===== src/rtl/sbsram_pkg.sv =====
package sbsram_pkg;

    typedef enum logic [2:0] {
        OP_IDLE  = 3'd0,
        OP_DESEL = 3'd1,
        OP_LOAD  = 3'd2,
        OP_NEXT  = 3'd3,
        OP_HOLD  = 3'd4
    } op_e;

    localparam int unsigned GRP_W = 2;

    function automatic logic [GRP_W-1:0] burst_ofs(
        input logic [GRP_W-1:0] start,
        input logic [GRP_W-1:0] step,
        input logic             lin
    );
        return lin ? (start + step) : (start ^ step);
    endfunction

endpackage


===== src/rtl/sbsram_decode.sv =====
module sbsram_decode
    import sbsram_pkg::*;
#(
    parameter int unsigned LANES = 2
) (
    input  logic             sleep,
    input  logic             ce1_n,
    input  logic             ce2,
    input  logic             ce3_n,
    input  logic             pstb_n,
    input  logic             cstb_n,
    input  logic             adv_n,
    input  logic             gw_n,
    input  logic             bwe_n,
    input  logic [LANES-1:0] bw_n,
    output op_e              op,
    output logic             wr,
    output logic [LANES-1:0] lane_we
);
    logic             selected;
    logic             wr_req;
    logic [LANES-1:0] lane_sel;

    always_comb begin
        selected = !ce1_n && ce2 && !ce3_n;
        wr_req   = !gw_n || (!bwe_n && !(&bw_n));
        if (!gw_n)       lane_sel = '1;
        else if (!bwe_n) lane_sel = ~bw_n;
        else             lane_sel = '0;

        if (sleep) begin
            op = OP_IDLE;
            wr = 1'b0;
        end else if (!pstb_n && !ce1_n) begin
            op = selected ? OP_LOAD : OP_DESEL;
            wr = 1'b0;
        end else if (!cstb_n) begin
            op = selected ? OP_LOAD : OP_DESEL;
            wr = selected && wr_req;
        end else begin
            op = adv_n ? OP_HOLD : OP_NEXT;
            wr = wr_req;
        end
        lane_we = wr ? lane_sel : '0;
    end
endmodule


===== src/rtl/sbsram_burst.sv =====
module sbsram_burst
    import sbsram_pkg::*;
#(
    parameter int unsigned AW = 6
) (
    input  logic             clk,
    input  logic             rst,
    input  op_e              op,
    input  logic             lin,
    input  logic [AW-1:0]    ext_addr,
    output logic [AW-1:0]    cur_addr,
    output logic [AW-1:0]    base_q,
    output logic [GRP_W-1:0] cnt_q
);
    logic [AW-1:0]    base_d;
    logic [GRP_W-1:0] cnt_d;

    always_comb begin
        base_d = base_q;
        cnt_d  = cnt_q;
        unique case (op)
            OP_LOAD: begin
                base_d = ext_addr;
                cnt_d  = '0;
            end
            OP_NEXT: cnt_d = cnt_q + 1'b1;
            default: ;
        endcase
        cur_addr = {base_d[AW-1:GRP_W], burst_ofs(base_d[GRP_W-1:0], cnt_d, lin)};
    end

    always_ff @(posedge clk) begin
        if (rst) begin
            base_q <= '0;
            cnt_q  <= '0;
        end else begin
            base_q <= base_d;
            cnt_q  <= cnt_d;
        end
    end
endmodule


===== src/rtl/sbsram_array.sv =====
module sbsram_array #(
    parameter int unsigned AW     = 6,
    parameter int unsigned LANES  = 2,
    parameter int unsigned LANE_W = 9
) (
    input  logic                    clk,
    input  logic                    rst,
    input  logic [AW-1:0]           addr,
    input  logic [LANES-1:0]        lane_we,
    input  logic [LANES*LANE_W-1:0] din,
    input  logic                    rd_req,
    output logic [LANES*LANE_W-1:0] dout_q,
    output logic                    vld_q
);
    localparam int unsigned DEPTH = 1 << AW;
    localparam int unsigned DW    = LANES * LANE_W;

    logic [DW-1:0] mem [DEPTH];
    logic [AW-1:0] rd_addr_q;
    logic          rd_pend_q;

    always_ff @(posedge clk) begin
        for (int l = 0; l < LANES; l++) begin
            if (lane_we[l]) mem[addr][l*LANE_W +: LANE_W] <= din[l*LANE_W +: LANE_W];
        end
        rd_addr_q <= addr;
        dout_q    <= mem[rd_addr_q];
    end

    always_ff @(posedge clk) begin
        if (rst) begin
            rd_pend_q <= 1'b0;
            vld_q     <= 1'b0;
        end else begin
            rd_pend_q <= rd_req;
            vld_q     <= rd_pend_q;
        end
    end
endmodule


===== src/rtl/sbsram_core.sv =====
module sbsram_core
    import sbsram_pkg::*;
#(
    parameter int unsigned AW     = 6,
    parameter int unsigned LANES  = 2,
    parameter int unsigned LANE_W = 9
) (
    input  logic                    clk,
    input  logic                    rst,
    input  logic                    sleep,
    input  logic                    ce1_n,
    input  logic                    ce2,
    input  logic                    ce3_n,
    input  logic                    pstb_n,
    input  logic                    cstb_n,
    input  logic                    adv_n,
    input  logic                    gw_n,
    input  logic                    bwe_n,
    input  logic [LANES-1:0]        bw_n,
    input  logic                    oe_n,
    input  logic                    burst_lin,
    input  logic [AW-1:0]           addr,
    input  logic [LANES*LANE_W-1:0] dq_i,
    output logic [LANES*LANE_W-1:0] dq_o,
    output logic                    dq_oe
);
    op_e              op;
    logic             wr;
    logic [LANES-1:0] lane_we;
    logic [AW-1:0]    cur_addr;
    logic [AW-1:0]    base_q;
    logic [GRP_W-1:0] cnt_q;
    logic             rd_req;
    logic             vld_q;

    sbsram_decode #(.LANES(LANES)) u_dec (
        .sleep(sleep), .ce1_n(ce1_n), .ce2(ce2), .ce3_n(ce3_n),
        .pstb_n(pstb_n), .cstb_n(cstb_n), .adv_n(adv_n),
        .gw_n(gw_n), .bwe_n(bwe_n), .bw_n(bw_n),
        .op(op), .wr(wr), .lane_we(lane_we)
    );

    sbsram_burst #(.AW(AW)) u_burst (
        .clk(clk), .rst(rst), .op(op), .lin(burst_lin), .ext_addr(addr),
        .cur_addr(cur_addr), .base_q(base_q), .cnt_q(cnt_q)
    );

    assign rd_req = !wr && (op == OP_LOAD || op == OP_NEXT || op == OP_HOLD);

    sbsram_array #(.AW(AW), .LANES(LANES), .LANE_W(LANE_W)) u_arr (
        .clk(clk), .rst(rst), .addr(cur_addr), .lane_we(lane_we),
        .din(dq_i), .rd_req(rd_req), .dout_q(dq_o), .vld_q(vld_q)
    );

    assign dq_oe = vld_q && !oe_n && !sleep;
endmodule


===== config.mk =====
export PLATFORM = sky130hd
export DESIGN_NAME = sbsram_core
export DESIGN_NICKNAME = d
export VERILOG_FILES = /design/src/rtl/sbsram_pkg.sv /design/src/rtl/sbsram_decode.sv /design/src/rtl/sbsram_burst.sv /design/src/rtl/sbsram_array.sv /design/src/rtl/sbsram_core.sv
export SDC_FILE = /design/constraint.sdc
export NUM_CORES = 1
export LEC_CHECK = 0
export CAP_MARGIN = 5
export CORE_MARGIN = 1.5
export CORE_UTILIZATION = 45
export CTS_CLUSTER_DIAMETER = 30
export DETAILED_ROUTE_END_ITERATION = 6
export GPL_TIMING_DRIVEN = 1
export SLEW_MARGIN = 20
export SYNTH_ARGS = -nofsm -noshare
export SYNTH_HDL_FRONTEND = slang
export SYNTH_SLANG_ARGS = --single-unit

===== constraint.sdc =====
create_clock -name clk -period 8.67 [get_ports clk]
set_input_delay 2.601 -clock clk [delete_from_list [all_inputs] [get_ports clk]]
set_output_delay 2.601 -clock clk [all_outputs]
set_load 0.005 [all_outputs]

-- Word-level counts from Yosys, hierarchy flattened
Memories as Yosys holds them, arrays and structs flattened. A register that Yosys moved wholly into a read port is not among the register bits.
Index checks and enable logic that the tools add are counted.
- bits in writable memories: 1152
- word-level logic and storage cells: 52
- input port bits: 39
- memories kept: 1
- latch bits: 0
- flip-flop bits (word level): 16
- bits in read-only memories: 0
- eq/ne operators: 3
- multipliers: 0
- reductions and logical operators: 21
- shift operators: 0
- magnitude comparators: 0
- mux-type cells: 18
- bitwise gates (word level): 2
- div/mod/pow operators: 0
- $add $sub $neg: 2
- memories (name ; words ; bits a word ; read ports ; clocked after memory_dff ; wr ports ; RTL line ; source):
    u_arr.mem ; 64 ; 18 ; 1 ; 1 ; 1 ; sbsram_array.sv:18 ; logic [DW-1:0] mem [DEPTH];
- operators by type and width (cell ; number):
    3-bit 2-to-1 mux ; 4
    2-bit 2-to-1 mux ; 5
    1-bit logical NOT ; 9
    1-bit logical AND ; 8
    1-bit 2-to-1 mux ; 7
    3-bit by 2-bit == test with 1-bit output, second input constant ; 2
    6-bit 2-to-1 mux ; 1
    2-bit one-hot mux with 2 select lines ; 1
    3-bit == test, second input constant ; 1
    1-bit logical OR ; 3
    2-bit by 1-bit adder with 2-bit output, second input constant ; 1
    2-bit adder ; 1
    2-bit NOT ; 1
    2-bit AND reduction ; 1
    2-bit bitwise XOR ; 1

-- Longest topological paths before layout
- depth after elaboration: 11
- gate-level depth with buffers: 14
- gate-level depth less buffers: 10

-- Hierarchy
A second synthesis with hierarchy kept.
- cells, all modules: 2206
- area, all modules: 45839.0 µm²
- modules (own cells, without submodules) (module ; area each (µm²) ; cells an instance ; times used):
    sbsram_array ; 45279.7 ; 2146 ; 1
    sbsram_burst ; 400.4 ; 38 ; 1
    sbsram_decode ; 130.1 ; 18 ; 1
    sbsram_core ; 28.8 ; 4 ; 1

-- Least setup slack after synthesis
Ideal clock, no wire load.
- kind: input port to flip-flop
- start: in ce1_n
- end: mem u_arr.mem[38][0] (netlist name), enable pin
- stages on the path: 13
- arrival: 5084 ps
- library setup time: 374 ps
- slack: 3212 ps
- path through: or3b_1 buf_2 nor2_2 buf_2 nand2_1 nand2_1 ha_1 nand2_1 or4bb_1 o211a_2 buf_6 buf_6 nor2_1
- cells in the longest elaborated chain, start to end: 11
- elaborated cells between the ends (all ways): 22
- classes of those cells: 1 x add/sub; 2 x eq/ne; 13 x mux; 1 x bitwise; 5 x reduce/logical
- RTL lines (item ; RTL line ; source):
    start, declared ; sbsram_core.sv:11 ; input logic ce1_n,
    1-bit logical NOT (*) ; sbsram_decode.sv:25, sbsram_decode.sv:34 ;
    1-bit logical AND (2 in a row) ; sbsram_decode.sv:25 ; selected = !ce1_n && ce2 && !ce3_n;
    2-bit 2-to-1 mux ; sbsram_decode.sv:35, sbsram_decode.sv:38 ;
    3-bit 2-to-1 mux ; sbsram_decode.sv:37 ; end else if (!cstb_n) begin
    3-bit 2-to-1 mux (*) ; sbsram_decode.sv:34 ; end else if (!pstb_n && !ce1_n) begin
    3-bit 2-to-1 mux (*) ; sbsram_decode.sv:31 ; if (sleep) begin
    3-bit by 2-bit == test with 1-bit output (*) ; sbsram_burst.sv:21 ; unique case (op)
    6-bit 2-to-1 mux (*) ; sbsram_burst.sv:21 ;
    named net u_burst.base_d[0] ; sbsram_burst.sv:15 ; logic [AW-1:0] base_d;
    2-bit adder or 2-bit bitwise XOR (tied branches) ; sbsram_pkg.sv:18 ; return lin ? (start + step) : (start ^ step);
    2-bit 2-to-1 mux (*) ; sbsram_pkg.sv:18 ;
    end, declared ; sbsram_array.sv:18 ;
Mark *: on every way through the listed nets, which the timed path passes. The rest lies on a longest branch.

-- Final worst setup path
- start: in sleep
- end: out dq_oe
- cells in the longest elaborated chain, start to end: 2
- RTL lines (item ; RTL line ; source):
    start, declared ; sbsram_core.sv:10 ; input logic sleep,
    1-bit logical NOT ; sbsram_core.sv:55 ; assign dq_oe = vld_q && !oe_n && !sleep;
    1-bit logical AND ; sbsram_core.sv:55 ;
    end, declared ; sbsram_core.sv:25 ; output logic dq_oe
No other way between the ends.

==> results.cfg <==
[outcome]
run_status = finished clean

[power]
comb_power_share = 0.050
power_density_nw_per_um2 = 276.0
power_switching_uw = 3463
swShare = 0.2263
max-vdd-ir-drop_v = 0.0002052
clkPwrFrac = 0.534
leakage_uw = 0.01725
p_int_uw = 11840
power_frac_seq = 0.415

[yosys]
synth_ff_type = edfxtp_1
synth_edf_count = 1152
netlist_area_um2 = 46440
async_flop_share = 0
synth.avg_cell_area_um2 = 19.83
synth_top_area_cell = edfxtp_1
synth_warnings = 0
seq_area_frac_synth = 0.7596
synth_seq_cells = 1186
netlist_instances = 2342
synth_area_leaders = edfxtp_1 74%, mux4_2 11%, mux2i_1 3.4%
synth_top_area_frac = 0.7450
synth.distinct_cells = 57
synth_nets = 2382

[setup_path]
start_kind = input port
arrival_ns = 3.88
required_ns = 6.07
critical_path_class = input port to primary output
crit_path_max_fanout = 7
critPathCaptureType = primary output

[layout]
final_common_cell = edfxtp_1
fin_util = 0.5433
drive_gt1_frac = 0.2734
layout_common_cells = 1152 x edfxtp_1, 222 x mux4_2, 204 x clkbuf_16
insertedDiodeCount = 0
final_nets = 2538
area_growth_pct = 19.38
nFillCells = 7717

[cts]
post_cts_buffers = 0
post_cts_resize_count = 0
cts_max_level = 4
cts_hold_buf = 0
clk_pin_slew_ns = 0.05
clk_latency_ns = 0.79
clock_path_buffers = 3
numCtsBuffers = 204
numClockSinks = 1186
cts_tree = built
root_buffer = clkbuf_16

[global_route]
grt-ovfl-total = 0
grt_pass1_wl_um = 166500
antenna_found_initial = 4
grt_max_degree = 111
grt_pass1_vias = 24300
grt_use_total = 0.2232

[route]
wl_um = 115400
drt-initial-drc-count = 2613
postRouteAntennaNets = 0
avgViaCountPerCell = 5.829
wl_per_cell_um = 28.51
vias = 23600
drc = 0
dr.pass1.iters = 5

[sta]
clock_skew_ns = 0.04605
relSlewSlack = 0.2380
rsz0062_at_grt = false
setup_violations = 0
maxSlewViolCount = 0
tightest_slew_ns = 1.143
max_freq_ghz = 0.1543
fin_crit_sh = 0.7477
finalHoldViolCount = 0
finalHoldWorstSlack_ns = 0.4508
tns_ns = 0
fin_crit_ns = 6.482

[die]
rows = 117
dieArea_um2 = 105100
start_util = 0.4551
die_w_um = 324.2
die_h_um = 324.2
coreArea_um2 = 102000
pin_count = 58

[worst_hold_path]
hold_class = flop to flop

[place]
place.gp.congestion = 0.8677
post-dp-hpwl_um = 67440
portBuffers = 57

[run]
cap_viol_max_count = 0
## registers in the layout (all words and copies together), names as in the netlist
name / count
u_burst.base_q: 6
u_arr.rd_pend_q: 1
u_arr.vld_q: 1
u_arr.dout_q: 18
u_arr.rd_addr_q: 6
u_burst.cnt_q: 2
u_arr.mem: 1152
## final timing paths
| kind | to | depth (start not counted) | startpoint | slack, ns |
|---|---|---|---|---|
| min | u_arr.vld_q | 1 | u_arr.rd_pend_q | 0.45 |
| max | dq_oe | 3 | sleep | 2.19 |
| max reg2reg | u_arr.dout_q[14] | 7 | u_arr.rd_addr_q[2] | 4.79 |
| min reg2reg | u_arr.vld_q | 1 | u_arr.rd_pend_q | 0.45 |
## power groups by stage
stage	Combinational, µW	Clock [µW]	Sequential, µW
2_1_floorplan	477	0	6440
3_3_place_gp	764	0	6470
3_5_place_dp	772	0	6470
4_1_cts	774	8270	6360
5_1_grt	813	8540	6350
6_report	767	8180	6360
## Yosys cell counts (3+ instances only)
| master | instances |
|---|---|
| nor2_2 | 53 |
| nor2b_1 | 26 |
| dfxtp_1 | 34 |
| a22oi_1 | 50 |
| nand2b_1 | 5 |
| nand3_1 | 3 |
| a21oi_1 | 38 |
| a311oi_1 | 15 |
| buf_4 | 13 |
| a221oi_1 | 14 |
| edfxtp_1 | 1152 |
| mux2_2 | 36 |
| buf_1 | 8 |
| nand4_1 | 3 |
| o311a_1 | 15 |
| mux4_2 | 222 |
| buf_6 | 24 |
| nand4b_1 | 3 |
| nor2_1 | 112 |
| buf_2 | 35 |
| o22ai_1 | 32 |
| nand2_1 | 120 |
| or2_2 | 3 |
| a211o_1 | 3 |
| o21ai_0 | 34 |
| clkbuf_1 | 57 |
| inv_1 | 3 |
| a211oi_1 | 29 |
| o211ai_1 | 3 |
| nor3_1 | 6 |
| and2_1 | 4 |
| mux2i_1 | 156 |
## final cells by class
| class | instances | area [µm²] | share of cell area |
|---|---|---|---|
| Tap cell | 1368 | 1712 | 0.03088 |
| Multi-Input combinational cell | 1014 | 10400 | 0.1876 |
| Clock buffer | 227 | 5201 | 0.09382 |
| Clock inverter | 162 | 2032 | 0.03665 |
| Inverter | 4 | 15.01 | 0.0002708 |
| Timing Repair Buffer | 88 | 788.3 | 0.01422 |
| Sequential cell | 1186 | 35290 | 0.6366 |
## cells by family (layout without fill, tap and decap cells)
family          after synthesis  count (layout)  synth area share
flops                      1186            1186            0.7596
fa+ha+maj                     1               1         0.0002694
mux                         414             414            0.1500
compound gates              246             246           0.03708
xor+xnor                      2               2         0.0003773
simple gates                351             351           0.03524
buf+inv                     142             481           0.01738
## stage by stage
| stage | setup slack [ns] | instance area [µm²] | instances | power [µW] |
|---|---|---|---|---|
| finish | 2.188 | 55440 | 4049 | 15300 |
| global route | 2.118 | 55440 | 4049 | 15710 |
| CTS | 2.197 | 55400 | 4048 | 15400 |
| detailed placement | 1.683 | 48160 | 3659 | 7240 |
| global placement | 1.777 | 48160 | 3659 | 7231 |
| floorplan | 3.212 | 46440 | 2342 | 6917 |
## critical path, stage by stage
cell	delay (ns)
clkdlybuf4s50_1	0.51
nor3b_1	0.24
clkdlybuf4s50_1	0.53
## per-layer routing
layer | share of wire | vias to the layer above | GRT usage
li1 | - | 9982 | -
met3 | 0.071 | 208 | 0.04290
met1 | 0.42 | 12340 | 0.3105
met4 | 0.026 | 4 | 0.07518
met5 | 0.00015 | - | 0
met2 | 0.48 | 1066 | 0.3559
(Power assumes the default switching activity.)
